### src/rtl/ipc_pkg.sv
package ipc_pkg;
    parameter int PRIO_W  = 8;
    parameter int SRC_W   = 24;
    parameter int WORD_W  = PRIO_W + SRC_W;
    parameter int OP_W    = 3;
    parameter int IPI_NUM = 2;

    typedef logic [PRIO_W-1:0] prio_t;
    typedef logic [SRC_W-1:0]  src_t;
    typedef logic [WORD_W-1:0] word_t;

    localparam prio_t PRIO_LEAST = '1;
    localparam src_t  SRC_IPI    = src_t'(IPI_NUM);

    typedef enum logic [OP_W-1:0] {
        OP_IDLE     = 3'd0,
        OP_ACCEPT   = 3'd1,
        OP_SET_THR  = 3'd2,
        OP_EOI      = 3'd3,
        OP_SET_IPI  = 3'd4,
        OP_POLL     = 3'd5
    } op_e;

    typedef struct packed {
        prio_t thr;          // current processor priority
        prio_t ipi;          // IPI request priority
        src_t  src;          // presented source, 0 = none
        prio_t pend;         // priority of presented source
        logic  need_resend;  // an offer was refused
    } slot_t;

    localparam slot_t SLOT_RESET = '{thr: '0, ipi: PRIO_LEAST, src: '0,
                                     pend: PRIO_LEAST, need_resend: 1'b0};

    function automatic logic is_ext_src(input src_t s);
        return (s != '0) && (s != SRC_IPI);
    endfunction

    function automatic word_t pack_word(input slot_t s);
        return {s.thr, s.src};
    endfunction
endpackage

### src/rtl/ipc_offer_eval.sv
module ipc_offer_eval
    import ipc_pkg::*;
(
    input  slot_t cur_st,
    input  logic  valid,
    input  src_t  src,
    input  prio_t prio,
    output slot_t nxt_st,
    output logic  take,
    output logic  rej_v,
    output src_t  rej_src
);
    logic beats_all;

    assign beats_all = (prio < cur_st.thr) && (prio < cur_st.ipi) &&
                       (prio < cur_st.pend);

    always_comb begin
        nxt_st  = cur_st;
        take    = 1'b0;
        rej_v   = 1'b0;
        rej_src = '0;
        if (valid && is_ext_src(src)) begin
            if (beats_all) begin
                take       = 1'b1;
                rej_v      = is_ext_src(cur_st.src);
                rej_src    = rej_v ? cur_st.src : '0;
                nxt_st.src = src;
                nxt_st.pend = prio;
            end else begin
                nxt_st.need_resend = 1'b1;
            end
        end
    end
endmodule

### src/rtl/ipc_op_exec.sv
module ipc_op_exec
    import ipc_pkg::*;
(
    input  slot_t cur_st,
    input  op_e   op,
    input  word_t arg,
    output slot_t nxt_st,
    output logic  state_op,
    output logic  rej_v,
    output src_t  rej_src,
    output logic  eoi_v,
    output src_t  eoi_src,
    output logic  resend,
    output logic  rsp_v,
    output word_t rsp_word,
    output prio_t rsp_ipi
);
    prio_t arg_prio;
    prio_t eoi_prio;
    src_t  arg_src;
    src_t  displaced;

    assign arg_prio = arg[PRIO_W-1:0];
    assign eoi_prio = arg[WORD_W-1 -: PRIO_W];
    assign arg_src  = arg[SRC_W-1:0];

    // threshold moves to a larger number: may surface the IPI, flushes resend
    function automatic slot_t lower_path(input slot_t s, input prio_t np);
        slot_t r;
        r     = s;
        r.thr = np;
        if ((s.ipi < np) && (s.ipi <= s.pend)) begin
            r.pend = s.ipi;
            r.src  = SRC_IPI;
        end
        r.need_resend = 1'b0;
        return r;
    endfunction

    always_comb begin
        nxt_st    = cur_st;
        state_op  = 1'b0;
        displaced = '0;
        eoi_v     = 1'b0;
        eoi_src   = '0;
        resend    = 1'b0;
        rsp_v     = 1'b0;
        rsp_word  = '0;
        rsp_ipi   = '0;
        case (op)
            OP_ACCEPT: begin
                state_op = 1'b1;
                rsp_v    = 1'b1;
                rsp_word = pack_word(cur_st);
                rsp_ipi  = cur_st.ipi;
                if (cur_st.src != '0) begin
                    nxt_st.thr  = cur_st.pend;
                    nxt_st.pend = PRIO_LEAST;
                    nxt_st.src  = '0;
                end
            end
            OP_POLL: begin
                rsp_v    = 1'b1;
                rsp_word = pack_word(cur_st);
                rsp_ipi  = cur_st.ipi;
            end
            OP_SET_THR: begin
                state_op = 1'b1;
                if (arg_prio > cur_st.thr) begin
                    nxt_st = lower_path(cur_st, arg_prio);
                    resend = cur_st.need_resend;
                end else if (arg_prio < cur_st.thr) begin
                    nxt_st.thr = arg_prio;
                    if (arg_prio <= cur_st.pend) begin
                        displaced   = cur_st.src;
                        nxt_st.src  = '0;
                        nxt_st.pend = PRIO_LEAST;
                    end
                end
            end
            OP_EOI: begin
                state_op = 1'b1;
                nxt_st   = lower_path(cur_st, eoi_prio);
                resend   = cur_st.need_resend;
                if (arg_src != SRC_IPI) begin
                    eoi_v   = 1'b1;
                    eoi_src = arg_src;
                end
            end
            OP_SET_IPI: begin
                state_op   = 1'b1;
                nxt_st.ipi = arg_prio;
                if (arg_prio < cur_st.thr) begin
                    if (arg_prio <= cur_st.pend)
                        displaced = cur_st.src;
                    nxt_st.pend = arg_prio;
                    nxt_st.src  = SRC_IPI;
                end
                if ((arg_prio > cur_st.ipi) && (arg_prio > cur_st.thr)) begin
                    resend             = cur_st.need_resend;
                    nxt_st.need_resend = 1'b0;
                end
            end
            default: ;
        endcase
    end

    assign rej_v   = is_ext_src(displaced);
    assign rej_src = rej_v ? displaced : '0;
endmodule

### src/rtl/irq_present_ctrl.sv
module irq_present_ctrl
    import ipc_pkg::*;
(
    input  logic                 clk,
    input  logic                 rst,
    input  logic                 offer_valid,
    input  logic [SRC_W-1:0]     offer_src,
    input  logic [PRIO_W-1:0]    offer_prio,
    input  logic [OP_W-1:0]      op_code,
    input  logic [WORD_W-1:0]    op_arg,
    output logic                 offer_done,
    output logic                 offer_taken,
    output logic                 rej_valid,
    output logic [SRC_W-1:0]     rej_src,
    output logic                 eoi_valid,
    output logic [SRC_W-1:0]     eoi_src,
    output logic                 resend_req,
    output logic                 rsp_valid,
    output logic [WORD_W-1:0]    rsp_word,
    output logic [PRIO_W-1:0]    rsp_ipi_prio,
    output logic                 irq_out
);
    slot_t st, st_nxt, off_nxt, op_nxt;
    logic  off_take, off_rej_v, op_state, op_rej_v;
    src_t  off_rej_src, op_rej_src;
    logic  op_eoi_v, op_resend, op_rsp_v;
    src_t  op_eoi_src;
    word_t op_rsp_word;
    prio_t op_rsp_ipi;
    logic  take_c, rej_v_c;
    src_t  rej_src_c;
    op_e   op;

    always_comb begin
        case (op_code)
            OP_ACCEPT:  op = OP_ACCEPT;
            OP_SET_THR: op = OP_SET_THR;
            OP_EOI:     op = OP_EOI;
            OP_SET_IPI: op = OP_SET_IPI;
            OP_POLL:    op = OP_POLL;
            default:    op = OP_IDLE;
        endcase
    end

    ipc_offer_eval u_offer (
        .cur_st  (st),
        .valid   (offer_valid),
        .src     (offer_src),
        .prio    (offer_prio),
        .nxt_st  (off_nxt),
        .take    (off_take),
        .rej_v   (off_rej_v),
        .rej_src (off_rej_src)
    );

    ipc_op_exec u_op (
        .cur_st   (st),
        .op       (op),
        .arg      (op_arg),
        .nxt_st   (op_nxt),
        .state_op (op_state),
        .rej_v    (op_rej_v),
        .rej_src  (op_rej_src),
        .eoi_v    (op_eoi_v),
        .eoi_src  (op_eoi_src),
        .resend   (op_resend),
        .rsp_v    (op_rsp_v),
        .rsp_word (op_rsp_word),
        .rsp_ipi  (op_rsp_ipi)
    );

    // a state-changing processor operation wins the cycle; the offer is refused
    always_comb begin
        if (op_state) begin
            st_nxt    = op_nxt;
            take_c    = 1'b0;
            rej_v_c   = op_rej_v;
            rej_src_c = op_rej_src;
            if (offer_valid && is_ext_src(offer_src))
                st_nxt.need_resend = 1'b1;
        end else begin
            st_nxt    = off_nxt;
            take_c    = off_take;
            rej_v_c   = off_rej_v;
            rej_src_c = off_rej_src;
        end
    end

    always_ff @(posedge clk) begin
        if (rst) begin
            st           <= SLOT_RESET;
            offer_done   <= 1'b0;
            offer_taken  <= 1'b0;
            rej_valid    <= 1'b0;
            rej_src      <= '0;
            eoi_valid    <= 1'b0;
            eoi_src      <= '0;
            resend_req   <= 1'b0;
            rsp_valid    <= 1'b0;
            rsp_word     <= '0;
            rsp_ipi_prio <= '0;
        end else begin
            st           <= st_nxt;
            offer_done   <= offer_valid;
            offer_taken  <= take_c;
            rej_valid    <= rej_v_c;
            rej_src      <= rej_src_c;
            eoi_valid    <= op_eoi_v;
            eoi_src      <= op_eoi_src;
            resend_req   <= op_resend;
            rsp_valid    <= op_rsp_v;
            rsp_word     <= op_rsp_word;
            rsp_ipi_prio <= op_rsp_ipi;
        end
    end

    assign irq_out = (st.src != '0) && (st.pend < st.thr);

    // ---------------- assertions ----------------
    assert_reset_state_R1: assert property (@(posedge clk)
        $past(rst) && !rst |-> (st.thr == '0) && (st.ipi == PRIO_LEAST) &&
                               (st.src == '0) && !st.need_resend);

    assert_take_rule_R2: assert property (@(posedge clk) disable iff (rst)
        offer_taken |-> $past(offer_valid) &&
                        ($past(offer_prio) < $past(st.thr)) &&
                        ($past(offer_prio) < $past(st.ipi)) &&
                        ($past(offer_prio) < $past(st.pend)));

    assert_reject_ext_only_R3: assert property (@(posedge clk) disable iff (rst)
        rej_valid |-> (rej_src != '0) && (rej_src != SRC_IPI));

    assert_slot_empty_consistent_R4: assert property (@(posedge clk) disable iff (rst)
        (st.src == '0) == (st.pend == PRIO_LEAST));

    assert_resend_flushes_R7: assert property (@(posedge clk) disable iff (rst)
        resend_req && !$past(offer_valid) |-> !st.need_resend);

    assert_eoi_not_ipi_R9: assert property (@(posedge clk) disable iff (rst)
        eoi_valid |-> eoi_src != SRC_IPI);

    assert_poll_stable_R10: assert property (@(posedge clk) disable iff (rst)
        (op_code == OP_POLL) && !offer_valid |=> $stable(st));
endmodule

### config.mk
export PLATFORM = sky130hd
export DESIGN_NAME = irq_present_ctrl
export DESIGN_NICKNAME = d
export VERILOG_FILES = /design/src/rtl/ipc_pkg.sv /design/src/rtl/ipc_offer_eval.sv /design/src/rtl/ipc_op_exec.sv /design/src/rtl/irq_present_ctrl.sv
export SDC_FILE = /design/constraint.sdc
export NUM_CORES = 1
export LEC_CHECK = 0
export BUFFER_PORTS_ARGS = -buffer_cell sky130_fd_sc_hd__buf_2
export CAP_MARGIN = 20
export CORE_MARGIN = 2
export CORE_UTILIZATION = 55
export CTS_BUF_LIST = sky130_fd_sc_hd__clkbuf_2 sky130_fd_sc_hd__clkbuf_4 sky130_fd_sc_hd__clkbuf_8
export CTS_CLUSTER_SIZE = 8
export DETAILED_ROUTE_END_ITERATION = 16
export PLACE_DENSITY_LB_ADDON = 0.25
export SETUP_SLACK_MARGIN = 0.02
export SLEW_MARGIN = 20
export SYNTH_ARGS = -nofsm -noshare
export SYNTH_HDL_FRONTEND = slang
export SYNTH_SLANG_ARGS = --single-unit
export TNS_END_PERCENT = 5
### constraint.sdc
create_clock -name clk -period 3.6 [get_ports clk]
set_input_delay 0.18 -clock clk [delete_from_list [all_inputs] [get_ports clk]]
set_output_delay 0.18 -clock clk [all_outputs]
set_load 0.01 [all_outputs]
==> run metrics <==
Synth area leaders dfxtp_1 (43%), ha_1 (13%), and2_1 (6.9%), mux2i_1 (4.6%), nor2_1 (3.8%); Core ar. 11,960 µm²; share of the synthesized area in the top cell type 0.4278; post-synthesis xor/xnor area fraction 0; FILL cells 921; clock root buffer clkbuf_8; post-route DRC violation count 0; worst vdd ir 0.0002463 V; First DRT Iteration DRCs 463; Worst Skew 13.91 ps; FMAX 321.4 MHz; critical path required time 3980 ps; Cell variety after synth 49; total track usage 0.2910; die area 13,060 µm²; CP Data Arrival Time 3490 ps; DR pass1 iterations 5; Setup TNS Final 0 ps; Crit Path Max Fanout 19; complex-gate fraction of the synthesized area 0.1199; Worst-Margin Slew 878.7 ps; Slew HR 0.4142; Tcrit/Tclk final 0.8642; vias in the first global route 5,917; largest net degree at the start of global routing 54; crit end category flip-flop; area leader, netlist dfxtp_1; Sink Count 143; Yosys reg bits 143; ys async rst share 0; Finished Layout Cells 1,085; Max Slew Vio Count 0; Hold Slack 24.76 ps; final hold viol count 0; Hold Path Class in2reg; CP max stage cell a221o_1; most frequent CP cell a221o_1; Largest delay share family, worst path compound AO/OA/AOI/OAI gates; vias per inst 5.562; FF+latch area 2863 µm²; mux cell area share after synthesis 0.04806; Top FF cell, synth dfxtp_1; cts bufs inserted 17; Max Cap Viol 0; total number of H-tree levels 4; die height 114.3 µm; buffers inserted by post-CTS timing repair 0; Die X 114.3 µm; Post-Synth Adder-Cell Area 0.1272; CTS tree done; simple-gate area share of the yosys netlist 0.2292; Vias 6,035; first-pass GRT wire length 29,180 µm; Worst Path Buf+Inv 2; Tmin final 3111 ps; initial antenna violation count 0; clk_lat worst skew 460 ps; port bufs 164; IO Pins 165; grt total ovfl 0; Post-synth top cells dfxtp_1 (143), and2_1 (74), ha_1 (68), nor2_1 (68), inv_1 (47); placed cell count 1,017; YS warnings 0; Mapped Nets 861; area of the multi-input gates 3523 µm²; synthesized cell area 6691 µm²; Max clock buf depth 2; status completed; clock-pin slew on the worst setup and hold paths 80 ps; most frequent cell after synthesis dfxtp_1; Initial Utilization 0.5594; Routed WL 18,850 µm; Power Density 452.5 nW/µm²; Mapped Avg Cell Area 9.255 µm²; Post-synth EDFFs 0; Wirelength per Cell 17.37 µm; # diodes 0; startpoint types flip-flop; Setup Viol. Count Final 0; Hold-fix buffers, CTS 36; largest family of logic cells by synthesized area simple AND/OR/NAND/NOR gates; Antenna Nets Post-Route 0; Setup Crit Path Kind reg2reg; Placer Congestion 0.9831; fin nets 1,063; register area share after synthesis 0.4278; share of layout cells above drive strength 1 0.2420; post-CTS sizing 0; Post-DP HPWL 13,430 µm; crit-path cells inv_1 > ha_1 > a21o_1 > a221o_1 > a221o_1 > a311oi_2 > a311oi_1 > a2111oi_4 > buf_4 > mux2i_1; Cells after Synth 723; unrepaired setup endpoints after global routing no; delay of the slowest critical-path stage 470 ps; area grow syn2layout 26.20%; LEAKAGE 4.205 nW; cell row count 40
==> final cells by class <==
cell class	instances	share of cell area
timing repair buffer	215	0.1532
clock buffer	24	0.03541
clock inverter	8	0.01245
inverter	47	0.02089
sequential	143	0.3390
tap	147	0.02178
multi-input combinational	501	0.4172
==> routing by layer <==
layer | share of wire | GRT usage
met5 | 0 | 0
met4 | 0.044 | 0.1561
met3 | 0.058 | 0.06247
met2 | 0.50 | 0.5194
met1 | 0.40 | 0.3230
==> state kept, by name, indices dropped and copies added (netlist names), 8 cells and up <==
register and cells:
rsp_ipi_prio 8, eoi_src 24, rsp_word 32, st 49, rej_src 24
==> worst paths after layout <==
kind / startpoint / end / slack (ps) / cells past startpoint
max reg2reg: st[43]$_SDFFE_PP0P_ / st[31]$_SDFFE_PP0P_ / 490 / 10
max: st[43]$_SDFFE_PP0P_ / st[31]$_SDFFE_PP0P_ / 490 / 10
min reg2reg: st[0]$_SDFFE_PP0P_ / st[0]$_SDFFE_PP0P_ / 470 / 2
min: offer_src[18] / st[27]$_SDFFE_PP0P_ / 20 / 3
==> layout by cell type (no fill, tap or decap), types with 7 or more instances in the layout <==
cell type / Yosys / layout
nand3_1: 8 / 8
a21o_1: 14 / 14
o221a_2: 8 / 8
buf_2: 1 / 164
nand4_1: 8 / 8
nor4_1: 33 / 32
o21bai_1: 7 / 7
clkbuf_8: 0 / 19
nand2_1: 39 / 39
o21ai_0: 9 / 9
mux2i_1: 31 / 31
dfxtp_1: 143 / 143
o22ai_1: 8 / 8
inv_1: 47 / 47
dlygate4sd3_1: 0 / 36
and2_1: 74 / 74
ha_1: 68 / 68
buf_4: 0 / 15
a21oi_1: 33 / 33
nor2_1: 68 / 68
nand2b_1: 33 / 33
nor3_1: 13 / 12
==> logic make-up (layout without fill, tap and decap cells) <==
group                      count (synthesis)  in the layout
adders and majority gates                 68             68
buffers and inverters                     79            294
muxes                                     32             32
DFF                                      143            143
and+or+nand+nor                          290            290
AOI/OAI and AO/OA                        111            111
==> tightest hold or removal path: cells and delay by family <==
kind,cells,cell delay (ps)
simple gates,1,50
buf+inv,1,110
mux,1,70
==> report_power, final <==
part,total (mW),internal (mW),switching (mW)
logic,0.808,0.349,0.459
clock network,1.29,0.694,0.599
registers,1.72,1.66,0.0622
==> stage by stage <==
step | util | power (mW) | setup WS, ps | instance area, µm²
after global routing | 0.7060 | 3.986 | 230.2 | 8444
final | 0.7060 | 3.821 | 489.0 | 8444
after global placement | 0.6421 | 2.489 | 667.0 | 7680
after CTS | 0.7060 | 3.831 | 502.3 | 8444
after floorplan | - | 2.256 | 830.9 | 6691
after detailed placement | 0.6421 | 2.517 | 542.3 | 7680
Note: power is estimated with default switching activity, not from simulation.
